===== src/rtl/cfb_seg_pkg.sv =====
package cfb_seg_pkg;

    // Effective segment width; the codes match the seg_sel encoding.
    typedef enum logic [1:0] {
        SEG8  = 2'b00,
        SEG16 = 2'b01,
        SEG32 = 2'b10
    } seg_mode_e;

    typedef enum logic [1:0] {
        ST_IDLE = 2'b00,
        ST_CIPH = 2'b01,
        ST_HOLD = 2'b10
    } cfb_state_e;

    // Code 2'b11 folds onto the 8-bit width.
    function automatic seg_mode_e decode_sel(input logic [1:0] sel);
        seg_mode_e m;
        case (sel)
            2'b01:   m = SEG16;
            2'b10:   m = SEG32;
            default: m = SEG8;
        endcase
        return m;
    endfunction

endpackage


===== src/rtl/cfb_seg_ctrl.sv =====
module cfb_seg_ctrl
    import cfb_seg_pkg::*;
(
    input  logic clk,
    input  logic rst_n,
    input  logic in_valid,
    input  logic restart,
    input  logic ciph_done,
    input  logic out_ready,
    output logic idle,
    output logic in_ready,
    output logic accept,
    output logic ciph_req,
    output logic take,
    output logic out_valid
);

    cfb_state_e state_q, state_d;

    always_ff @(posedge clk) begin
        if (!rst_n) state_q <= ST_IDLE;
        else        state_q <= state_d;
    end

    always_comb begin
        state_d = state_q;
        unique case (state_q)
            ST_IDLE: if (in_valid && !restart) state_d = ST_CIPH;
            ST_CIPH: if (ciph_done)            state_d = ST_HOLD;
            ST_HOLD: if (out_ready)            state_d = ST_IDLE;
            default:                           state_d = ST_IDLE;
        endcase
    end

    always_comb begin
        idle      = (state_q == ST_IDLE);
        in_ready  = idle && !restart;
        accept    = in_ready && in_valid;
        ciph_req  = (state_q == ST_CIPH);
        take      = ciph_req && ciph_done;
        out_valid = (state_q == ST_HOLD);
    end

    // the request is held until the engine answers
    p_req_held_r10: assert property (@(posedge clk) disable iff (!rst_n)
        (ciph_req && !ciph_done) |=> ciph_req);

    // the request drops once the answer has been taken
    p_req_drop_r10: assert property (@(posedge clk) disable iff (!rst_n)
        take |=> !ciph_req);

    // an output is held under backpressure
    p_out_held_r11: assert property (@(posedge clk) disable iff (!rst_n)
        (out_valid && !out_ready) |=> out_valid);

endmodule


===== src/rtl/cfb_seg_feedback.sv =====
module cfb_seg_feedback
    import cfb_seg_pkg::*;
#(
    parameter int BLK_W = 64,
    parameter int BUS_W = 32
) (
    input  logic             clk,
    input  logic             rst_n,
    input  logic             idle,
    input  logic             iv_load,
    input  logic [BLK_W-1:0] iv_data,
    input  seg_mode_e        sel_mode,
    input  logic             take,
    input  logic [BUS_W-1:0] fb_seg,
    output logic [BLK_W-1:0] shreg,
    output seg_mode_e        mode_q,
    output logic             restart
);

    logic [BLK_W-1:0] iv_q;
    logic [BLK_W-1:0] shifted;

    assign restart = idle && (iv_load || (sel_mode != mode_q));

    // Drop the top s bits and append the feedback segment at the bottom.
    always_comb begin
        unique case (mode_q)
            SEG16:   shifted = {shreg[BLK_W-17:0], fb_seg[15:0]};
            SEG32:   shifted = {shreg[BLK_W-33:0], fb_seg[31:0]};
            default: shifted = {shreg[BLK_W-9:0],  fb_seg[7:0]};
        endcase
    end

    always_ff @(posedge clk) begin
        if (!rst_n) begin
            iv_q   <= '0;
            shreg  <= '0;
            mode_q <= SEG8;
        end else if (idle && iv_load) begin
            iv_q   <= iv_data;
            shreg  <= iv_data;
            mode_q <= sel_mode;
        end else if (idle && (sel_mode != mode_q)) begin
            shreg  <= iv_q;
            mode_q <= sel_mode;
        end else if (take) begin
            shreg  <= shifted;
        end
    end

    // an idle IV load lands in the register
    p_iv_load_r7: assert property (@(posedge clk) disable iff (!rst_n)
        (idle && iv_load) |=> (shreg == $past(iv_data)));

    // width is frozen while a segment is in flight
    p_mode_frozen_r9: assert property (@(posedge clk) disable iff (!rst_n)
        !idle |=> $stable(mode_q));

    // 8-bit shift keeps the old low bits on top
    p_shift8_r3: assert property (@(posedge clk) disable iff (!rst_n)
        (take && mode_q == SEG8) |=> (shreg[BLK_W-1:8] == $past(shreg[BLK_W-9:0])));

    // 32-bit shift keeps the old low bits on top
    p_shift32_r3: assert property (@(posedge clk) disable iff (!rst_n)
        (take && mode_q == SEG32) |=> (shreg[BLK_W-1:32] == $past(shreg[BLK_W-33:0])));

endmodule


===== src/rtl/cfb_seg_combine.sv =====
module cfb_seg_combine
    import cfb_seg_pkg::*;
#(
    parameter int BLK_W = 64,
    parameter int BUS_W = 32
) (
    input  seg_mode_e        mode,
    input  logic             decrypt,
    input  logic [BUS_W-1:0] seg_in,
    input  logic [BLK_W-1:0] ks_blk,
    output logic [BUS_W-1:0] result,
    output logic [BUS_W-1:0] fb_seg
);

    localparam int NW = 3;

    logic [BUS_W-1:0] res_v [NW];
    logic [BUS_W-1:0] fb_v  [NW];

    for (genvar g = 0; g < NW; g++) begin : g_width
        localparam int W = 8 << g;
        logic [W-1:0] ks, din, dout;
        assign ks       = ks_blk[BLK_W-1 -: W];
        assign din      = seg_in[W-1:0];
        assign dout     = din ^ ks;
        assign res_v[g] = BUS_W'(dout);
        assign fb_v[g]  = decrypt ? BUS_W'(din) : BUS_W'(dout);
    end

    always_comb begin
        unique case (mode)
            SEG16: begin
                result = res_v[1];
                fb_seg = fb_v[1];
            end
            SEG32: begin
                result = res_v[2];
                fb_seg = fb_v[2];
            end
            default: begin
                result = res_v[0];
                fb_seg = fb_v[0];
            end
        endcase
    end

endmodule


===== src/rtl/cfb_seg_unit.sv =====
module cfb_seg_unit
    import cfb_seg_pkg::*;
#(
    parameter int BLK_W = 64,
    parameter int BUS_W = 32
) (
    input  logic             clk,
    input  logic             rst_n,
    input  logic [1:0]       seg_sel,
    input  logic             iv_load,
    input  logic [BLK_W-1:0] iv_data,
    input  logic             decrypt,
    input  logic             in_valid,
    output logic             in_ready,
    input  logic [BUS_W-1:0] in_data,
    output logic             out_valid,
    input  logic             out_ready,
    output logic [BUS_W-1:0] out_data,
    output logic             ciph_req,
    output logic [BLK_W-1:0] ciph_in,
    input  logic             ciph_done,
    input  logic [BLK_W-1:0] ciph_out
);

    logic             idle, accept, take, restart;
    seg_mode_e        mode_q;
    logic [BLK_W-1:0] shreg;
    logic [BUS_W-1:0] seg_q, out_q, result, fb_seg;
    logic             dec_q;

    cfb_seg_ctrl u_ctrl (
        .clk       (clk),
        .rst_n     (rst_n),
        .in_valid  (in_valid),
        .restart   (restart),
        .ciph_done (ciph_done),
        .out_ready (out_ready),
        .idle      (idle),
        .in_ready  (in_ready),
        .accept    (accept),
        .ciph_req  (ciph_req),
        .take      (take),
        .out_valid (out_valid)
    );

    cfb_seg_feedback #(.BLK_W(BLK_W), .BUS_W(BUS_W)) u_fb (
        .clk      (clk),
        .rst_n    (rst_n),
        .idle     (idle),
        .iv_load  (iv_load),
        .iv_data  (iv_data),
        .sel_mode (decode_sel(seg_sel)),
        .take     (take),
        .fb_seg   (fb_seg),
        .shreg    (shreg),
        .mode_q   (mode_q),
        .restart  (restart)
    );

    cfb_seg_combine #(.BLK_W(BLK_W), .BUS_W(BUS_W)) u_comb (
        .mode    (mode_q),
        .decrypt (dec_q),
        .seg_in  (seg_q),
        .ks_blk  (ciph_out),
        .result  (result),
        .fb_seg  (fb_seg)
    );

    always_ff @(posedge clk) begin
        if (!rst_n) begin
            seg_q <= '0;
            dec_q <= 1'b0;
            out_q <= '0;
        end else begin
            if (accept) begin
                seg_q <= in_data;
                dec_q <= decrypt;
            end
            if (take) out_q <= result;
        end
    end

    assign ciph_in  = shreg;
    assign out_data = out_q;

    // cipher input stays put while the request waits
    p_cin_stable_r10: assert property (@(posedge clk) disable iff (!rst_n)
        (ciph_req && !ciph_done) |=> $stable(ciph_in));

    // an accepted segment raises the request next cycle
    p_req_after_accept_r10: assert property (@(posedge clk) disable iff (!rst_n)
        accept |=> ciph_req);

    // held output data does not move
    p_out_stable_r11: assert property (@(posedge clk) disable iff (!rst_n)
        (out_valid && !out_ready) |=> $stable(out_data));

    // an 8-bit result leaves the upper lanes zero
    p_upper_zero_r6: assert property (@(posedge clk) disable iff (!rst_n)
        (out_valid && mode_q == SEG8) |-> (out_data[BUS_W-1:8] == '0));

endmodule


===== config.mk =====
export PLATFORM = sky130hd
export DESIGN_NAME = cfb_seg_unit
export DESIGN_NICKNAME = d
export VERILOG_FILES = /design/src/rtl/cfb_seg_pkg.sv /design/src/rtl/cfb_seg_ctrl.sv /design/src/rtl/cfb_seg_feedback.sv /design/src/rtl/cfb_seg_combine.sv /design/src/rtl/cfb_seg_unit.sv
export SDC_FILE = /design/constraint.sdc
export NUM_CORES = 1
export LEC_CHECK = 0
export ABC_AREA = 1
export BUFFER_PORTS_ARGS = -buffer_cell sky130_fd_sc_hd__buf_2
export CAP_MARGIN = 30
export CORE_MARGIN = 1
export CORE_UTILIZATION = 60
export DETAILED_ROUTE_END_ITERATION = 10
export HOLD_SLACK_MARGIN = 0.15
export PLACE_DENSITY = 0.87
export RECOVER_POWER = 100
export SLEW_MARGIN = 5
export SYNTH_ARGS = -nofsm -noshare
export SYNTH_HDL_FRONTEND = slang
export SYNTH_HIERARCHICAL = 1
export SYNTH_SLANG_ARGS = --single-unit

===== constraint.sdc =====
create_clock -name clk -period 3.7 [get_ports clk]
set_input_delay 0.185 -clock clk [delete_from_list [all_inputs] [get_ports clk]]
set_output_delay 0.185 -clock clk [all_outputs]
set_load 0.005 [all_outputs]

# Yosys cells after proc, flatten, opt, wreduce, memory -nomap -nowiden
# Index checks and enable logic that the tools add are counted.
# op_classes
n_eq_ne	10
mux	16
bitwise_logic	3
n_reduce_logical	13
# op_table
operator	n
64-bit 2-to-1 mux	3
32-bit one-hot mux with 2 select lines	2
64-bit one-hot mux with 2 select lines	1
32-bit 2-to-1 mux	1
32-bit bitwise XOR	1
16-bit 2-to-1 mux	1
16-bit bitwise XOR	1
2-bit 2-to-1 mux	5
8-bit 2-to-1 mux	1
8-bit bitwise XOR	1
1-bit logical AND	7
2-bit by 1-bit equality test with 1-bit output (second input constant)	3
2-bit equality test (second input constant)	3
2-bit one-hot mux with 3 select lines	1
2-bit by 1-bit != test with 1-bit output (second input constant)	2
2-bit one-hot mux with 2 select lines	1
3-bit AND reduction	1
3-bit nonzero test	1
2-bit logical NOT	1
2-bit != test	1
2-bit != test (second input constant)	1
2-bit nonzero test	1
1-bit logical NOT	1
1-bit logical OR	1
# totals
register_bits	197
input_bits	169
out_inout_bits	99

# Logic depth before layout (Yosys ltp)
# Gate-level depths: netlist of run 1.
# logic_depth
word_depth	9
ltp_mapped	15
ltp_nobuf	13

# Hierarchy
# The synthesis of run 1 kept the hierarchy.
# modules_own_cells
module	instances	cells_per_inst	area_per_inst_um2	seq_area_each_um2
cfb_seg_feedback	1	1242	7860.0	2602.5
cfb_seg_unit	1	415	2657.5	1301.2
cfb_seg_combine	1	423	1918.1	0.0
cfb_seg_ctrl	1	23	151.4	40.0

# Least setup slack after synthesis of run 1
# Ideal clock, no wire load.
# synth_timing
path_kind	register -> register
start	reg u_ctrl.state_q[0]
end	reg seg_q[11]
t_arrival_ns	1.814
t_required_ns	3.587
setup_slack_ns	1.773
path_stages_with_launch	14
path_buffers	4
cell_sequence	dfxtp_1 inv_2 nand2_4 inv_1 nand2_1 buf_4 buf_4 nand2_1 nor3_2 buf_4 buf_4 nand2_1 nand2_1 nor2_1
# synth_via
elab_chain_cells	5
# synth_rtl
item	line_no	source
start: declaration	cfb_seg_ctrl.sv:18	cfb_state_e state_q, state_d;
start signal: assignment	cfb_seg_ctrl.sv:22	else state_q <= state_d;
2-bit logical NOT	cfb_seg_ctrl.sv:36	idle = (state_q == ST_IDLE);
net idle	cfb_seg_unit.sv:25	logic idle, accept, take, restart;
1-bit logical AND	cfb_seg_feedback.sv:23	assign restart = idle && (iv_load || (sel_mode != mode_q));
net restart	cfb_seg_unit.sv:25	
1-bit logical NOT	cfb_seg_ctrl.sv:37	in_ready = idle && !restart;
1-bit logical AND	cfb_seg_ctrl.sv:37	
1-bit logical AND	cfb_seg_ctrl.sv:38	accept = in_ready && in_valid;
net accept	cfb_seg_unit.sv:25	
end signal: assignment	cfb_seg_unit.sv:76	seg_q <= in_data;
end: declaration	cfb_seg_unit.sv:28	logic [BUS_W-1:0] seg_q, out_q, result, fb_seg;
# The timed path passes the listed nets, and every way through them passes these cells.
# A chain may end at the register's enable or synchronous reset.

# Final worst setup path of run 1
# layout_timing
start	reg u_ctrl.state_q[0]
end	reg seg_q[9]
# The elaborated chain is that of the path after synthesis.

==> results of run 1 <==
## report_power, final
group	total [W]	leakage (nW)	switching, W	internal (W)
combinational	0.00240	6.24	0.00149	0.000917
sequential	0.00272	1.62	0.000311	0.00241
clock	0.00191	0.282	0.000920	0.000988
## final timing paths
path                                   startpoint      endpoint  slack (ns)  depth (start not counted)
worst max register to register  u_ctrl/state_q[0]      seg_q[9]        0.82                         10
worst min register to register        out_data[3]   out_data[3]        0.47                          2
worst max-delay path            u_ctrl/state_q[0]      seg_q[9]        0.82                         10
worst min-delay path                 ciph_out[49]  out_data[17]        0.26                          7
## cell usage in the layout (no fill, tap or decap), types with 14 or more instances in the layout
cell / Yosys / routed
a21oi_1: 219 / 218
buf_2: 56 / 189
buf_4: 19 / 14
clkbuf_1: 25 / 45
clkbuf_16: 0 / 17
dfxtp_1: 197 / 197
dlygate4sd3_1: 0 / 104
inv_1: 292 / 292
mux2i_1: 48 / 48
nand2_1: 726 / 726
nand3_1: 124 / 125
nand3b_1: 65 / 65
nor2_1: 256 / 256
xnor2_1: 16 / 16
## critical path: stages, from the launching register on
cell and delay, ns:
dfxtp_1 0.41, clkinv_1 0.12, nand2_1 0.15, inv_1 0.34, nand2_4 0.51, nand2_1 0.26
nor3_1 0.39, buf_12 0.31, nand2_1 0.12, nand2_1 0.09, nor2_1 0.06
## metal layers
| layer | vias to the layer above | track usage (%) |
|---|---|---|
| met4 | 0 | 21.9 |
| li1 | 6889 | - |
| met2 | 928 | 61.5 |
| met1 | 6458 | 47.3 |
| met5 | - | 0 |
| met3 | 182 | 6.27 |
## repair_timing
action | 4_1_cts | 5_1_grt
hold endpoints to repair | 126 | 0
hold buffers | 104 | 0
setup buffers | 0 | 0
## Yosys cell counts
cell | n | share of area, %
buf_4 | 19 | 1.1
nand4_1 | 4 | 0.20
nor2_1 | 256 | 7.6
inv_1 | 292 | 8.7
nand2_4 | 3 | 0.27
buf_1 | 9 | 0.27
clkbuf_4 | 2 | 0.12
nand2_1 | 726 | 22
buf_2 | 56 | 2.2
buf_6 | 20 | 1.8
nor3_2 | 1 | 0.080
o21ai_4 | 1 | 0.13
clkbuf_1 | 25 | 0.75
nor2_4 | 1 | 0.089
ha_1 | 5 | 0.50
nand3_1 | 124 | 4.9
mux2i_1 | 48 | 3.8
inv_6 | 1 | 0.070
o21ai_2 | 1 | 0.070
inv_2 | 5 | 0.15
dfxtp_1 | 197 | 31
nand2_2 | 2 | 0.099
a21oi_2 | 1 | 0.070
a21oi_1 | 219 | 8.7
xnor2_1 | 16 | 1.1
nand3_2 | 1 | 0.080
nor2_2 | 3 | 0.15
nand3b_1 | 65 | 3.9
## per-stage QoR
step | power, W | utilization, %
floorplan | 0.00435 | -
global placement | 0.00493 | 66.2
detailed placement | 0.00499 | 66.2
CTS | 0.00695 | 74.1
global route | 0.00740 | 73.8
finish | 0.00704 | 73.9
## state kept, by name (all words and copies together) (netlist names)
| signal | flops |
|---|---|
| u_fb/mode_q | 2 |
| out_data | 32 |
| u_fb/shreg | 64 |
| u_ctrl/state_q | 2 |
| dec_q | 1 |
| u_fb/iv_q | 64 |
| seg_q | 32 |
## final cells by class
cell class / count / area [um^2]
multi-input cells: 1477 / 6740
fillers: 1641 / 5340
flip-flops and latches: 197 / 3940
repair buffers: 357 / 2350
inverters: 298 / 1120
clock buffers: 19 / 453
well taps: 270 / 338
clock inverters: 13 / 139
diodes: 2 / 5.00
## logic make-up (layout without fill, tap and decap cells)
kind of cell	after synthesis	in the layout
xor gates and xnor gates	16	16
DFF	197	197
muxes	48	48
other	0	2
buffers and inverters	429	687
and+or+nand+nor	1186	1186
AOI/OAI and AO/OA	222	222
adders and majority gates	5	5
==> metrics, run 1 <==
outcome=finished clean; total CTS buffers=17; Finish-stage setup viols=0; non-filler instance count after layout=2633; H-Tree Depth=4; fin area=15100 um^2; wl on met1=16.0 mm; synthesized instance count=2103; max_slew headroom=14.8%; simple-gate share of the synthesized area=39.1%; DRC viols=0; final net count=2522; Starting Density=61.6%; mux cell area share after synthesis=3.82%; Final Worst Setup Slack=0.816 ns; 1st-iter DRT viols=1697; first-pass detailed-route iteration total=8; largest net degree at the start of global routing=73; Routed Antenna Nets=0; GPL Wtd Cong=0.930; die width=147 um; Post-Place Cells=2494; Synth Area in Compound Gates=8.98%; syn_nets=2277; adder-cell share of the synthesized area=0.497%; CP Class=reg -> reg; main combinational cell family by area after synthesis=simple AND/OR/NAND/NOR gates; vias per cell=5.49; post_cts resized=0; Hold Vio Cnt, Final=0; RSZ-0062 raised after global routing=no; crit end category=flip-flop; CP Data Required Time=4.04 ns; DR vias=14500; syn avg cell area=5.99 um^2; CORE AREA=20400 um^2; min-delay worst type=in -> reg; CP Launch Type=flip-flop; highest clock rate=0.347 GHz; Port Buffers=235; max-slew violation count=0; CTS tree=yes; grt ovf=0; leakage power=8.15 nW; Clock transition at path regs=0.08 ns; top sig layer=met4; hpwl dp=25.3 mm; final wirelength=41.6 mm; dpl ws=1.30 ns; post-synth cell types=28; peak supply drop=0.000329 V; Worst Max-Slew Pin Slew=1.28 ns; GRT Total Usage=37.8%; Ys Warns=6; WL met3=3.99 mm; area post-placement=13500 um^2; Hold WS=0.263 ns; CTS sink count=197; xor/xnor share of the synthesized area=1.11%; register area share after synthesis=31.3%; first-pass GRT wire length=65.3 mm; routed len/inst=15.8 um; vias in the first global route=13200; maximum clock insertion buffer count=2; Worst Path Arrival=3.22 ns; clk_skew=0.0112 ns; Rows=52; pwr dens=466 nW/um^2; Final min period=2.88 ns; DR WL met2=19.2 mm; Area growth, synth to finish=19.9%; Tcrit/Tclk final=77.9%; Root Driver=clkbuf_16; final setup TNS=0 ns; max-cap viol count=0; Mapped Area=12600 um^2; # IOs=268; layout cell share with drive strength beyond 1=11.0%; clock latency on the worst-skew pair=0.45 ns; die height=147 um; DIE AREA=21600 um^2; worst-path fanout max=66; synthesis-stage register bit count=197; antenna violations before repair=2
(Power assumes the default switching activity.)
==> inputs of run 2 (changes only) <==
--- a/config.mk
+++ b/config.mk
@@ -9,10 +9,10 @@
 export BUFFER_PORTS_ARGS = -buffer_cell sky130_fd_sc_hd__buf_2
 export CAP_MARGIN = 30
 export CORE_MARGIN = 1
-export CORE_UTILIZATION = 60
+export CORE_UTILIZATION = 50
 export DETAILED_ROUTE_END_ITERATION = 10
 export HOLD_SLACK_MARGIN = 0.15
-export PLACE_DENSITY = 0.87
+export PLACE_DENSITY = 0.77
 export RECOVER_POWER = 100
 export SLEW_MARGIN = 5
 export SYNTH_ARGS = -nofsm -noshare
==> constraint.sdc (replaced) <==
create_clock -name clk -period 2.47 [get_ports clk]
set_input_delay 0.1235 -clock clk [delete_from_list [all_inputs] [get_ports clk]]
set_output_delay 0.1235 -clock clk [all_outputs]
set_load 0.005 [all_outputs]
==> metrics, run 2 (synthesis gave the netlist of run 1 again) <==
H-Tree Depth=4 (unchanged); outcome=finished clean; Clock transition at path regs=0.08 ns (about the same); RSZ-0062 raised after global routing=no; max_slew headroom=16.8% (+1.9 points); highest clock rate=0.457 GHz (+32%); CP Launch Type=flip-flop; vias in the first global route=12600 (-4.8%); first-pass GRT wire length=64.5 mm (-1.3%); CP Data Required Time=2.80 ns (-1.24 ns); Top Registers=u_fb/iv_q x64, u_fb/shreg x64; final wirelength=40.7 mm (-2.2%); R2R setup slack=0.28 ns (-0.53 ns); worst-path fanout max=29 (-56%); Worst Max-Slew Pin Slew=1.25 ns (-0.0290 ns); CP Class=reg -> reg; Hold Vio Cnt, Final=0 (unchanged); clock latency on the worst-skew pair=0.45 ns (about the same); Tcrit/Tclk final=88.5% (+11 points); DRC viols=0 (unchanged); fill count=2332 (+42%); Port Buffers=235 (unchanged); Root Driver=clkbuf_16; pwr dens=688 nW/um^2 (+47%); CTS sink count=197 (unchanged); CTS tree=yes; routed len/inst=15.1 um (-4.2%); crit end category=flip-flop; antenna violations before repair=0 (-2); Final min period=2.19 ns (-0.698 ns); non-filler instance count after layout=2690 (+2.2%); commonest non-fill, non-tap cells in the layout=nand2_1 (726), inv_1 (293), nor2_1 (256); min-delay worst type=in -> reg; commonest non-fill, non-tap cell in the layout=nand2_1; layout cell share with drive strength beyond 1=11.0% (+0.061 points); peak supply drop=0.000526 V (+60%); Inserted Diodes=0 (-2); Routed Antenna Nets=0 (unchanged); largest net degree at the start of global routing=144 (+97%); first-pass detailed-route iteration total=9 (+1); DR vias=13900 (-3.6%); # IOs=268 (unchanged); 1st-iter DRT viols=1721 (+1.4%); grt ovf=0 (unchanged); GRT Total Usage=31.1% (-6.7 points); max-cap viol count=0 (unchanged); final net count=2527 (+0.20%); leakage power=8.19 nW (+0.51%); GPL Wtd Cong=0.898 (-3.4%); Area growth, synth to finish=21.2%; Worst Path Arrival=2.52 ns (-0.70 ns); DIE AREA=25800 um^2 (+20%); CORE AREA=24500 um^2 (+20%); Post-Place Cells=2554 (+2.4%); hpwl dp=26.3 mm (+3.7%); die width=161 um (+9.4%); Finish-stage setup viols=0 (unchanged); die height=161 um (+9.4%); final setup TNS=0 ns (unchanged); maximum clock insertion buffer count=2 (unchanged); vias per cell=5.18 (-5.6%); setup repair bufs after CTS=0 (unchanged); Starting Density=51.3% (-10 points); Rows=57 (+9.6%); total CTS buffers=17 (unchanged); max-slew violation count=0 (unchanged); clk_skew=0.0169 ns (+0.00568 ns)
==> run 2: timing repair <==
| action | CTS | global route |
|---|---|---|
| hold endpoints to repair | 161 | 0 |
| resized for setup | 0 | 0 |
| hold buffers | 104 | 0 |
==> run 2: metrics by stage <==
stage	util [%]	instance area (um^2)	total power (W)	worst slack, ns	hold WS, ns
2_1_floorplan	-	12600	0.00652	0.543	0.245
3_3_place_gp	56.0	13700	0.00750	0.477	0.406
3_5_place_dp	56.0	13700	0.00757	0.445	0.409
4_1_cts	62.6	15400	0.0105	0.405	0.153
5_1_grt	62.2	15300	0.0111	0.0894	0.197
6_report	62.2	15300	0.0105	0.284	0.179
==> run 2: final cells by class <==
cell class	count	area, um^2	area share, %
multi-input combinational	1477	6750	44.2
inverter	298	1120	7.37
tap	324	405	2.66
clock inverter	14	158	1.03
clock buffer	18	429	2.81
sequential	197	3940	25.9
timing repair buffer	362	2450	16.0
==> run 2: worst paths after layout <==
kind             startpoint            end  cells past startpoint
max          u_fb/mode_q[0]  u_fb/shreg[9]                     12
min                   rst_n  u_fb/iv_q[61]                      3
max reg2reg  u_fb/mode_q[0]  u_fb/shreg[9]                     12
min reg2reg     out_data[5]    out_data[5]                      2
==> run 2: where the power goes <==
part           switching, W  internal, W  total (W)
registers          0.000481      0.00361    0.00409
logic               0.00218      0.00141    0.00359
clock network       0.00144      0.00136    0.00281
total               0.00410      0.00639     0.0105
==> run 2: worst max-delay path: stages, from the launching register on <==
cell     delay, ns
dfxtp_1       0.44
inv_1         0.10
ha_1          0.32
buf_2         0.49
a21oi_1       0.08
nand2_1       0.14
inv_1         0.06
nand2_1       0.06
nor2_1        0.05
a21oi_1       0.14
nand2_1       0.06
nand2_1       0.09
a21oi_1       0.06
==> run 2: metal layers <==
metal,vias up,wire [um],GRT usage [%]
met3,113,3190,4.67
met1,6261,17000,40.5
met4,0,1660,13.8
met2,658,18800,50.9
met5,-,0,0
li1,6908,-,-
